`src/rtl/frame_cfg_pkg.sv`:
```
`timescale 1ns/1ps
package frame_cfg_pkg;
  localparam int ADDR_W     = 8;
  localparam int DATA_W     = 16;
  localparam int FRAME_BITS = ADDR_W + DATA_W;
  localparam int CNT_W      = $clog2(FRAME_BITS + 1) + 1;
  localparam int INT_W      = 24;
  localparam int COORD_W    = 11;
  localparam int SYNC_N     = 4;
  localparam int FULL_COLS  = 1280;
  localparam int FULL_ROWS  = 1024;

  typedef enum logic [1:0] {
    GAIN_VHIGH = 2'd0,
    GAIN_HIGH  = 2'd1,
    GAIN_LOW   = 2'd2,
    GAIN_BAD   = 2'd3
  } gain_e;

  localparam logic [ADDR_W-1:0] A_GAIN  = 8'd0;
  localparam logic [ADDR_W-1:0] A_BIAS  = 8'd1;
  localparam logic [ADDR_W-1:0] A_INTL  = 8'd2;
  localparam logic [ADDR_W-1:0] A_INTH  = 8'd3;
  localparam logic [ADDR_W-1:0] A_COL0  = 8'd4;
  localparam logic [ADDR_W-1:0] A_ROW0  = 8'd5;
  localparam logic [ADDR_W-1:0] A_NCOLS = 8'd6;
  localparam logic [ADDR_W-1:0] A_NROWS = 8'd7;
  localparam logic [ADDR_W-1:0] A_CTRL  = 8'd8;

  typedef struct packed {
    logic [1:0]         gain;
    logic [DATA_W-1:0]  bias;
    logic [INT_W-1:0]   integ;
    logic [COORD_W-1:0] col0;
    logic [COORD_W-1:0] row0;
    logic [COORD_W-1:0] ncols;
    logic [COORD_W-1:0] nrows;
    logic               hflip;
    logic               vflip;
    logic [1:0]         out_mode;
    logic [SYNC_N-1:0]  sync_en;
  } cfg_t;

  localparam cfg_t CFG_RST = '{
    gain:     GAIN_HIGH,
    bias:     16'h0800,
    integ:    INT_W'(1000),
    col0:     '0,
    row0:     '0,
    ncols:    COORD_W'(FULL_COLS),
    nrows:    COORD_W'(FULL_ROWS),
    hflip:    1'b0,
    vflip:    1'b0,
    out_mode: 2'd2,
    sync_en:  '1
  };
endpackage

```
`src/rtl/frame_cfg_sync.sv`:
```
`timescale 1ns/1ps
module frame_cfg_sync #(
  parameter int         W       = 1,
  parameter int         STAGES  = 2,
  parameter logic [W-1:0] RST_VAL = '0
) (
  input  logic         clk_i,
  input  logic         rst_ni,
  input  logic [W-1:0] d_i,
  output logic [W-1:0] q_o
);
  for (genvar b = 0; b < W; b++) begin : g_bit
    logic [STAGES-1:0] pipe_q;
    always_ff @(posedge clk_i or negedge rst_ni) begin
      if (!rst_ni) pipe_q <= {STAGES{RST_VAL[b]}};
      else         pipe_q <= {pipe_q[STAGES-2:0], d_i[b]};
    end
    assign q_o[b] = pipe_q[STAGES-1];
  end
endmodule

```
`src/rtl/frame_cfg_serial_rx.sv`:
```
`timescale 1ns/1ps
module frame_cfg_serial_rx
  import frame_cfg_pkg::*;
(
  input  logic              clk_i,
  input  logic              rst_ni,
  input  logic              sck_i,
  input  logic              cs_ni,
  input  logic              sdi_i,
  output logic              wr_o,
  output logic [ADDR_W-1:0] addr_o,
  output logic [DATA_W-1:0] data_o
);
  logic                  sck_q, cs_q;
  logic [FRAME_BITS-1:0] shift_q;
  logic [CNT_W-1:0]      cnt_q;
  logic                  sck_rise, cs_rise, cs_fall;

  assign sck_rise = sck_i & ~sck_q;
  assign cs_rise  = cs_ni & ~cs_q;
  assign cs_fall  = ~cs_ni & cs_q;

  always_ff @(posedge clk_i or negedge rst_ni) begin
    if (!rst_ni) begin
      sck_q   <= 1'b0;
      cs_q    <= 1'b1;
      shift_q <= '0;
      cnt_q   <= '0;
      wr_o    <= 1'b0;
      addr_o  <= '0;
      data_o  <= '0;
    end else begin
      sck_q <= sck_i;
      cs_q  <= cs_ni;
      wr_o  <= 1'b0;
      if (cs_fall) begin
        cnt_q <= '0;
      end else if (!cs_ni && sck_rise) begin
        shift_q <= {shift_q[FRAME_BITS-2:0], sdi_i};
        if (cnt_q != '1) cnt_q <= cnt_q + 1'b1;  // saturate so long frames never alias to 24
      end
      if (cs_rise && cnt_q == CNT_W'(FRAME_BITS)) begin
        wr_o   <= 1'b1;
        addr_o <= shift_q[FRAME_BITS-1:DATA_W];
        data_o <= shift_q[DATA_W-1:0];
      end
    end
  end

  // one transaction yields exactly one write strobe
  a_r2_wr_single: assert property (@(posedge clk_i) disable iff (!rst_ni)
    wr_o |=> !wr_o);
endmodule

```
`src/rtl/frame_cfg_bank.sv`:
```
`timescale 1ns/1ps
module frame_cfg_bank
  import frame_cfg_pkg::*;
(
  input  logic              clk_i,
  input  logic              rst_ni,
  input  logic              wr_i,
  input  logic [ADDR_W-1:0] addr_i,
  input  logic [DATA_W-1:0] data_i,
  input  logic              commit_i,
  output cfg_t              active_o
);
  cfg_t shadow_q, active_q;

  always_ff @(posedge clk_i or negedge rst_ni) begin
    if (!rst_ni) begin
      shadow_q <= CFG_RST;
    end else if (wr_i) begin
      unique case (addr_i)
        A_GAIN:  if (data_i[1:0] != GAIN_BAD) shadow_q.gain <= data_i[1:0];
        A_BIAS:  shadow_q.bias  <= data_i;
        A_INTL:  shadow_q.integ[DATA_W-1:0] <= data_i;
        A_INTH:  shadow_q.integ[INT_W-1:DATA_W] <= data_i[INT_W-DATA_W-1:0];
        A_COL0:  shadow_q.col0  <= data_i[COORD_W-1:0];
        A_ROW0:  shadow_q.row0  <= data_i[COORD_W-1:0];
        A_NCOLS: shadow_q.ncols <= data_i[COORD_W-1:0];
        A_NROWS: shadow_q.nrows <= data_i[COORD_W-1:0];
        A_CTRL: begin
          shadow_q.hflip    <= data_i[0];
          shadow_q.vflip    <= data_i[1];
          shadow_q.out_mode <= data_i[3:2];
          shadow_q.sync_en  <= data_i[4+:SYNC_N];
        end
        default: ;
      endcase
    end
  end

  // a write in the commit cycle lands in shadow only after the copy is taken
  always_ff @(posedge clk_i or negedge rst_ni) begin
    if (!rst_ni)       active_q <= CFG_RST;
    else if (commit_i) active_q <= shadow_q;
  end

  assign active_o = active_q;

  a_r3_active_hold: assert property (@(posedge clk_i) disable iff (!rst_ni)
    !$past(commit_i) |-> $stable(active_q));

  a_r4_no_illegal_gain: assert property (@(posedge clk_i) disable iff (!rst_ni)
    shadow_q.gain != GAIN_BAD);

  a_r7_shadow_hold: assert property (@(posedge clk_i) disable iff (!rst_ni)
    !$past(wr_i) |-> $stable(shadow_q));
endmodule

```
`src/rtl/frame_cfg_regs.sv`:
```
`timescale 1ns/1ps
module frame_cfg_regs
  import frame_cfg_pkg::*;
(
  input  logic               clk_i,
  input  logic               rst_ni,
  input  logic               sck_i,
  input  logic               cs_ni,
  input  logic               sdi_i,
  input  logic               frame_gap_i,
  output logic [1:0]         gain_o,
  output logic [DATA_W-1:0]  bias_o,
  output logic [INT_W-1:0]   integ_o,
  output logic [COORD_W-1:0] win_col_o,
  output logic [COORD_W-1:0] win_row_o,
  output logic [COORD_W-1:0] win_cols_o,
  output logic [COORD_W-1:0] win_rows_o,
  output logic               hflip_o,
  output logic               vflip_o,
  output logic [1:0]         out_mode_o,
  output logic [SYNC_N-1:0]  sync_en_o
);
  logic [2:0]        pins_s;
  logic              wr;
  logic [ADDR_W-1:0] wr_addr;
  logic [DATA_W-1:0] wr_data;
  cfg_t              active;

  frame_cfg_sync #(.W(3), .STAGES(2), .RST_VAL(3'b010)) u_sync (
    .clk_i  (clk_i),
    .rst_ni (rst_ni),
    .d_i    ({sck_i, cs_ni, sdi_i}),
    .q_o    (pins_s)
  );

  frame_cfg_serial_rx u_rx (
    .clk_i  (clk_i),
    .rst_ni (rst_ni),
    .sck_i  (pins_s[2]),
    .cs_ni  (pins_s[1]),
    .sdi_i  (pins_s[0]),
    .wr_o   (wr),
    .addr_o (wr_addr),
    .data_o (wr_data)
  );

  frame_cfg_bank u_bank (
    .clk_i    (clk_i),
    .rst_ni   (rst_ni),
    .wr_i     (wr),
    .addr_i   (wr_addr),
    .data_i   (wr_data),
    .commit_i (frame_gap_i),
    .active_o (active)
  );

  assign gain_o     = active.gain;
  assign bias_o     = active.bias;
  assign integ_o    = active.integ;
  assign win_col_o  = active.col0;
  assign win_row_o  = active.row0;
  assign win_cols_o = active.ncols;
  assign win_rows_o = active.nrows;
  assign hflip_o    = active.hflip;
  assign vflip_o    = active.vflip;
  assign out_mode_o = active.out_mode;
  assign sync_en_o  = active.sync_en;
endmodule

```
`config.mk`:
```
export PLATFORM = sky130hd
export DESIGN_NAME = frame_cfg_regs
export DESIGN_NICKNAME = d
export VERILOG_FILES = /design/src/rtl/frame_cfg_pkg.sv /design/src/rtl/frame_cfg_sync.sv /design/src/rtl/frame_cfg_serial_rx.sv /design/src/rtl/frame_cfg_bank.sv /design/src/rtl/frame_cfg_regs.sv
export SDC_FILE = /design/constraint.sdc
export NUM_CORES = 1
export LEC_CHECK = 0
export BUFFER_PORTS_ARGS = -buffer_cell sky130_fd_sc_hd__buf_2
export CORE_MARGIN = 2
export CORE_UTILIZATION = 52
export DETAILED_ROUTE_END_ITERATION = 7
export PLACE_DENSITY = 0.75
export SLEW_MARGIN = 40
export SYNTH_ARGS = -nofsm -noshare
export SYNTH_HDL_FRONTEND = slang
export SYNTH_SLANG_ARGS = --single-unit
```
`constraint.sdc`:
```
create_clock -name clk_i -period 2.2 [get_ports clk_i]
set_clock_uncertainty 0.05 [all_clocks]
set_input_delay 0.11 -clock clk_i [delete_from_list [all_inputs] [get_ports clk_i]]
set_output_delay 0.11 -clock clk_i [all_outputs]
set_load 0.1 [all_outputs]
```
## After elaboration in Yosys (flattened, before gate mapping)

Index checks and enable logic that the tools add are counted.
W data, S select, Z words.

| cells by class | value |
|---|---|
| reductions and logical operators | 17 |
| mux-type cells | 4 |
| bitwise operators | 7 |
| add/subtract/negate cells | 1 |
| equal/unequal tests | 11 |

Operators by type and width:

| cell | count |
|---|---|
| $eq A8 B3 Y1 const B | 4 |
| $reduce_and A2 Y1 | 10 |
| $mux W6 | 3 |
| $eq A8 B2 Y1 const B | 2 |
| $eq A8 B1 Y1 const B | 1 |
| $eq A8 B4 Y1 const B | 1 |
| $logic_not A8 Y1 | 1 |
| $add A6 B1 Y6 const B | 1 |
| $eq A6 B5 Y1 const B | 1 |
| $ne A6 B6 Y1 const B | 1 |
| $not A1 Y1 | 4 |
| $reduce_bool A2 Y1 | 2 |
| $and A1 B1 Y1 | 3 |
| $reduce_and A3 Y1 | 1 |
| $logic_and A1 B1 Y1 | 2 |
| $ne A2 B2 Y1 const B | 1 |
| $logic_not A1 Y1 | 1 |
| $mux W1 | 1 |

| storage, ports and cells | value |
|---|---|
| input port bits | 6 |
| bits in registers | 251 |
| logic and storage cells | 73 |

## Logic depth before layout (Yosys ltp)

Gate-level depths: netlist of the first run.

| depth | value |
|---|---|
| word-level depth | 5 |
| depth in mapped cells | 6 |

## Cells and area by module

Synthesis of the first run repeated with hierarchy kept, for this count alone.

| unflattened totals | value |
|---|---|
| cell total of the unflattened synthesis | 569 |
| area total of the unflattened synthesis | 9753.1 um2 |

Modules (own cells, without submodules):

| module | area each (um2) | times used | cells an instance | sequential area each (um2) |
|---|---|---|---|---|
| frame_cfg_bank | 7130.6 | 1 | 412 | 4744.6 |
| frame_cfg_serial_rx | 2447.3 | 1 | 148 | 1427.6 |
| frame_cfg_sync | 175.2 | 1 | 9 | 152.6 |

## Worst setup path after synthesis of the first run

Ideal clock, no wire load.

| timing path | value |
|---|---|
| path type | reg2reg |
| from | reg u_rx.addr_o[5] |
| to | reg u_bank.shadow_q[62] (netlist name) |
| required time | 2.025 ns |
| clock period less this slack | 2.059 ns |
| arrival | 1.884 ns |
| stages on the path, launching flop included | 5 |
| setup time | 0.125 ns |
| setup slack | 0.141 ns |
| path through | dfrtp_1 -> or4_4 -> nor4_4 -> buf_6 -> mux2_2 |

| on the way | value |
|---|---|
| longest elaborated chain between the ends | 2 |

RTL lines:

| element | RTL line | text |
|---|---|---|
| from (decl) | frame_cfg_serial_rx.sv:11 | `output logic [ADDR_W-1:0] addr_o,` |
| from (signal assigned) | frame_cfg_serial_rx.sv:44 | `addr_o <= shift_q[FRAME_BITS-1:DATA_W];` |
| $eq A8 B2 Y1 | frame_cfg_bank.sv:19 | `unique case (addr_i)` |
| $reduce_and A2 Y1 (no source line) | n/a |  |
| to (decl) | frame_cfg_bank.sv:13 | `cfg_t shadow_q, active_q;` |

Every way passes these cells.
A chain may end at the register's enable or synchronous reset.

## Worst setup path after layout of the first run

| timing path | value |
|---|---|
| from | reg u_rx.addr_o[5] |
| to | reg u_bank.shadow_q[64] (netlist name) |

The elaborated chain is that of the path after synthesis.

==> impl_metrics.csv, run 1 <==
group,metric,value,unit
drt,dr.pass1.iters,4,
critical_path,worst-path-buf-inv,1,
synthesis,syn_inst,569,
synthesis,synth_edf_count,0,
global_route,grt_pass1_wl,29900,um
sta,finalSetupViolCount,0,
min_path,min_from,"frame_gap_i",
clock_tree,clkLatencyLatePin,0.52,ns
critical_path,reg2reg_depth,4,
synthesis,synth_nets,577,
synthesis,ys.warnings.count,0,
clock_tree,tritoncts,"yes",
critical_path,r2r_setup_slack,0.17,ns
critical_path,cp_slowest_stage_delay,0.58,ns
die,die-area,0.0194,sq mm
sta,rsz0062_at_grt,"false",
global_route,global_route.usage.total,0.190,
drt,vias,5111,
job,max-cap-violations,0,
status,status,"complete, no violations",
global_route,antenna_found_initial,0,
die,start_util,0.528,
synthesis,synth.ff_latch_count,251,
final_layout,antenna_cells,0,
final_layout,fin_nets,699,
clock_tree,cts_setup_buffers,0,
power_and_ir_drop,peakVddDrop,0.000680,V
die,io_pins,100,
sta,finalWorstSetupSlack,0.168,ns
synthesis,ys_types,38,
drt,drc,0,
global_route,grt_max_degree,71,
synthesis,syn-cell-area,0.00949,sq mm
final_layout,area_growth,18.9,%
sta,drv_slew,0,
clock_tree,hold_buffers,4,
clock_tree,root_buffer,"clkbuf_16",
drt,drt_iter0_markers,261,
global_route,grt_pass1_vias,5500,
critical_path,end_kind,"flip-flop",
critical_path,cp_cell_sequence,"or4_4 -> nor4_4 -> buf_4 -> mux2_2",
die,fp-row-count,49,
drt,vias_per_cell,5.44,
drt,wire_per_inst,19.0,um
critical_path,arrival,2.39,ns
min_path,hold_class,"primary input to flip-flop",
sta,final.setup.tns,0,ns
min_path,whs_endpoint,"u_bank.active_o[53]$_DFFE_PN0P_",
clock_tree,clk_pin_slew,0.06,ns
critical_path,cp_top_family,"simple AND/OR/NAND/NOR gates",
die,die_y,139,um
power_and_ir_drop,powerDensity,811,mW/mm^2
critical_path,rr_startpoint,"u_rx.addr_o[5]$_DFFE_PN0P_",
synthesis,synth_top_flop_cell,"dfrtp_1",
final_layout,design_area,0.0113,sq mm
clock_tree,cts_buffers,25,
power_and_ir_drop,p_leak,5.90,nW
placement,gp_congestion,0.769,
sta,relSlewSlack,0.616,
sta,fin_crit,2.03,ns
die,core_area,0.0180,sq mm
critical_path,crit_path_start_kind,"flip-flop",
placement,dpl_cell_area,0.0104,sq mm
critical_path,critPathKind,"flip-flop to flip-flop",
synthesis,synth-async-reset-ratio,1.00,
clock_tree,clockBufferDepth,3,
synthesis,avgSynthCellArea,16.7,sq um
placement,dp_slack,0.174,ns
min_path,hold_path_depth,2,
final_layout,drive_above_1_share,0.607,
clock_tree,htreeDepth,1,
critical_path,crit_fanout,16,
drt,detail-route-antenna-nets,0,
sta,timing.final.crit_share,0.924,
global_route,grt_overflow,0,
sta,max_freq,492,MHz
sta,worst_slew_pin_slew,0.576,ns
die,fp.dieW,139,um
placement,port_buffers,99,
placement,hpwl,11600,um
drt,routed_wl,17800,um
clock_tree,cts_num_sinks,251,
critical_path,regToRegEndpoint,"u_bank.shadow_q[64]$_DFFE_PN0P_",
critical_path,cp.required,2.55,ns
sta,finalHoldViolCount,0,
sta,hold_slack,0.0868,ns
synthesis,ys_seq_area_frac,0.666,
clock_tree,postCtsResizedCells,0,
critical_path,critPathSlowestCell,"or4_4",
## final cells by class
class / count / area (sq um)
Fill cell: 1343 / 6680
Sequential cell: 251 / 6320
Inverter: 6 / 22.5
Multi-Input combinational cell: 287 / 3050
Clock buffer: 41 / 766
Timing Repair Buffer: 120 / 776
Clock inverter: 5 / 65.1
Tap cell: 229 / 287
## per-stage QoR
stage,util,power (mW),instances
2_1_floorplan,-,4.89,569
3_3_place_gp,0.580,5.02,889
3_5_place_dp,0.580,5.04,889
4_1_cts,0.628,9.26,939
5_1_grt,0.628,9.48,939
6_report,0.628,9.16,939
## worst max-delay path by stage
stage,startpoint,to,slack (ns),cells after the start
after floorplan,u_rx.addr_o[5]$_DFFE_PN0P_,u_bank.shadow_q[62]$_DFFE_PN0P_,0.14,4
after global placement,u_rx.addr_o[5]$_DFFE_PN0P_,u_bank.shadow_q[63]$_DFFE_PN0P_,0.21,4
after detailed placement,u_rx.addr_o[5]$_DFFE_PN0P_,u_bank.shadow_q[64]$_DFFE_PN0P_,0.17,4
after CTS,u_rx.addr_o[5]$_DFFE_PN0P_,u_bank.shadow_q[64]$_DFFE_PN0P_,0.15,4
after global routing,u_rx.addr_o[5]$_DFFE_PN0P_,u_bank.shadow_q[64]$_DFFE_PN0P_,0.08,4
final,u_rx.addr_o[5]$_DFFE_PN0P_,u_bank.shadow_q[64]$_DFFE_PN0P_,0.17,4
## logic make-up (layout without fill, tap and decap cells)
family / Yosys count / count (layout) / synth area share
compound gates: 10 / 10 / 0.00791
fa+ha+maj: 2 / 2 / 0.00264
buf+inv: 31 / 172 / 0.0144
flops: 251 / 251 / 0.666
mux: 237 / 237 / 0.281
simple gates: 38 / 38 / 0.0279
## cells in the final DEF (no fill, tap or decap), types with 4 or more instances in the layout
cell type,n
mux2_2,234
dfrtp_1,216
buf_2,97
dfstp_2,35
clkbuf_16,25
buf_4,10
clkbuf_1,8
clkbuf_8,8
buf_12,8
nand2_1,7
inv_1,6
nand4_1,4
dlygate4sd3_1,4
## flip-flops by register name (all words and copies together), names as in the netlist
register / count
u_rx.addr_o: 8
u_rx.wr_o: 1
u_rx.sck_q: 1
u_rx.data_o: 16
u_rx.cs_q: 1
u_sync.g_bit.pipe_q: 6
u_bank.active_o: 94
u_bank.shadow_q: 94
u_rx.shift_q: 24
u_rx.cnt_q: 6
## Yosys cell counts (2+ instances only)
cell,count,area (sq um)
nor3b_1,3,22.5
ha_1,2,25.0
buf_2,7,35.0
o21ai_0,2,10.0
nand4_1,4,25.0
clkbuf_1,12,45.0
buf_1,4,15.0
nor4_4,2,42.5
and4_1,2,17.5
nor3_1,2,10.0
nand3_1,3,15.0
dfstp_2,35,920
mux2i_1,3,30.0
mux2_2,234,2640
nor2_1,3,11.3
nor2b_1,2,12.5
or3b_2,2,17.5
nand2_1,7,26.3
dfrtp_1,216,5410
inv_1,6,22.5
## power by group
group | total [mW] | internal (mW) | switching [mW]
clock network | 4.20 | 2.50 | 1.70
logic | 0.254 | 0.102 | 0.152
registers | 4.70 | 4.67 | 0.0343
total | 9.16 | 7.27 | 1.88
## metal layers
metal | vias to the layer above | routed length [um] | GRT usage
met5 | - | 0 | 0
met1 | 2677 | 7830 | 0.264
met4 | 0 | 440 | 0.0564
met2 | 107 | 8860 | 0.316
met3 | 33 | 712 | 0.0266
li1 | 2294 | - | -
## worst reg2reg max path: stages (launching register included)
cell and delay (ns):
dfrtp_1 0.43, or4_4 0.58, nor4_4 0.21, buf_4 0.27
mux2_2 0.37
(Power assumes the default switching activity.)
==> run 2, diff against run 1 <==
--- a/config.mk
+++ b/config.mk
@@ -7,9 +7,9 @@
 export LEC_CHECK = 0
 export BUFFER_PORTS_ARGS = -buffer_cell sky130_fd_sc_hd__buf_2
 export CORE_MARGIN = 2
-export CORE_UTILIZATION = 52
+export CORE_UTILIZATION = 58
 export DETAILED_ROUTE_END_ITERATION = 7
-export PLACE_DENSITY = 0.75
+export PLACE_DENSITY = 0.79
 export SLEW_MARGIN = 40
 export SYNTH_ARGS = -nofsm -noshare
 export SYNTH_HDL_FRONTEND = slang
==> constraint.sdc (replaced) <==
create_clock -name clk_i -period 2.05 [get_ports clk_i]
set_clock_uncertainty 0.05 [all_clocks]
set_input_delay 0.1025 -clock clk_i [delete_from_list [all_inputs] [get_ports clk_i]]
set_output_delay 0.1025 -clock clk_i [all_outputs]
set_load 0.1 [all_outputs]
==> run 2 against run 1 <==
Effect of this change: non-clock buffer count grew 3; clock power shrank 1%; design area shrank 0.64%; combinational power grew 7.9%; final cell count shrank 1.3%; hold slack gained 0.015 ns; clock-buffer cell count grew 1; critical path depth is the same; maximum frequency grew 4.4%; global-route usage grew 3.4 points; flip-flop and latch count is the same.
==> impl_metrics.csv, run 2 (synthesis results as in run 1) <==
group,metric,value,unit
global_route,grt_overflow,0,
sta,timing.final.crit_share,0.950,
critical_path,cp_slowest_stage_delay,0.59,ns
placement,port_buffers,99,
clock_tree,cts_num_sinks,251,
die,io_pins,100,
final_layout,design_area,0.0112,sq mm
job,max-cap-violations,0,
sta,finalWorstSetupSlack,0.103,ns
die,start_util,0.595,
critical_path,critPathSlowestCell,"or4_4",
clock_tree,clk_pin_slew,0.06,ns
sta,worst_slew_pin_slew,0.647,ns
sta,hold_slack,0.101,ns
final_layout,nFillCells,1054,
global_route,grt_max_degree,77,
global_route,grt_pass1_vias,5662,
critical_path,crit_fanout,16,
drt,drc,0,
clock_tree,clkLatencyLatePin,0.51,ns
die,die_y,132,um
clock_tree,postCtsResizedCells,0,
drt,dr.pass1.iters,4,
final_layout,antenna_cells,0,
global_route,global_route.usage.total,0.224,
die,fp-row-count,46,
final_layout,drive_above_1_share,0.601,
placement,dpl_cell_area,0.0104,sq mm
clock_tree,cts_setup_buffers,0,
final_layout,layout_commonest_cell,"mux2_2",
placement,hpwl,11800,um
sta,finalSetupViolCount,0,
placement,place_inst,879,
critical_path,worst-path-buf-inv,1,
placement,dp_slack,0.132,ns
clock_tree,hold_buffers,4,
status,status,"complete, no violations",
global_route,grt_pass1_wl,31000,um
drt,wire_per_inst,20.0,um
drt,detail-route-antenna-nets,0,
drt,vias,5104,
power_and_ir_drop,powerDensity,844,mW/mm^2
critical_path,arrival,2.29,ns
sta,max_freq,514,MHz
sta,drv_slew,0,
die,fp.dieW,132,um
sta,rsz0062_at_grt,"false",
clock_tree,htreeDepth,1,
final_layout,fin_nets,702,
placement,gp_congestion,0.833,
drt,drt_iter0_markers,179,
critical_path,end_kind,"flip-flop",
die,die-area,0.0174,sq mm
final_layout,stdcell_count,927,
final_layout,area_growth,18.1,%
drt,routed_wl,18600,um
critical_path,crit_path_start_kind,"flip-flop",
sta,fin_crit,1.95,ns
critical_path,cp_cell_sequence,"or4_4 -> nor4_4 -> buf_12 -> mux2_2",
die,core_area,0.0159,sq mm
global_route,antenna_found_initial,0,
min_path,hold_class,"primary input to flip-flop",
critical_path,cp_top_family,"simple AND/OR/NAND/NOR gates",
critical_path,r2r_setup_slack,0.10,ns
final_layout,fin_util,0.703,
sta,final.setup.tns,0,ns
power_and_ir_drop,p_leak,5.87,nW
clock_tree,tritoncts,"yes",
drt,vias_per_cell,5.51,
clock_tree,clockBufferDepth,3,
sta,finalHoldViolCount,0,
final_layout,layout_common_cells,"mux2_2 (234), dfrtp_1 (216), buf_2 (97)",
power_and_ir_drop,finalPower,9.47,mW
clock_tree,root_buffer,"clkbuf_16",
critical_path,critPathKind,"flip-flop to flip-flop",
critical_path,cp.required,2.40,ns
power_and_ir_drop,peakVddDrop,0.000537,V
clock_tree,cts_buffers,25,
sta,relSlewSlack,0.558,
-- run 2: cell type report --
type / count / area [sq um] / share of cell area
flip-flops and latches: 251 / 6320 / 0.564
clock inverters: 2 / 10.0 / 0.000893
well taps: 216 / 270 / 0.0241
clock buffers: 42 / 729 / 0.0651
repair buffers: 123 / 811 / 0.0723
multi-input cells: 287 / 3050 / 0.272
inverters: 6 / 22.5 / 0.00201
-- run 2: path summary, 6_finish.rpt --
check,startpoint,endpoint,depth (start not counted)
max,u_rx.addr_o[5]$_DFFE_PN0P_,u_bank.shadow_q[63]$_DFFE_PN0P_,4
min,frame_gap_i,u_bank.active_o[67]$_DFFE_PN0P_,2
max reg2reg,u_rx.addr_o[5]$_DFFE_PN0P_,u_bank.shadow_q[63]$_DFFE_PN0P_,4
min reg2reg,u_sync.g_bit[0].pipe_q[0]$_DFF_PN0_,u_sync.g_bit[0].pipe_q[1]$_DFF_PN0_,0
max in group asynchronous,rst_ni,u_bank.shadow_q[61]$_DFFE_PN1P_,3
min in group asynchronous,rst_ni,u_bank.active_o[42]$_DFFE_PN0P_,2
-- run 2: routing by layer --
metal / part of all wire / vias up / global-route usage / routed length [um]
met1: 0.44 / 2682 / 0.303 / 8160
met4: 0.016 / 0 / 0.0531 / 289
met2: 0.51 / 110 / 0.387 / 9400
met5: 0 / - / 0 / 0
li1: - / 2289 / - / -
met3: 0.037 / 23 / 0.0327 / 694
-- run 2: power breakdown --
group	switching [mW]	leakage (nW)	internal [mW]	total, mW
Sequential	0.0372	3.36	5.01	5.05
Clock	1.74	0.360	2.40	4.14
Combinational	0.165	2.14	0.109	0.274
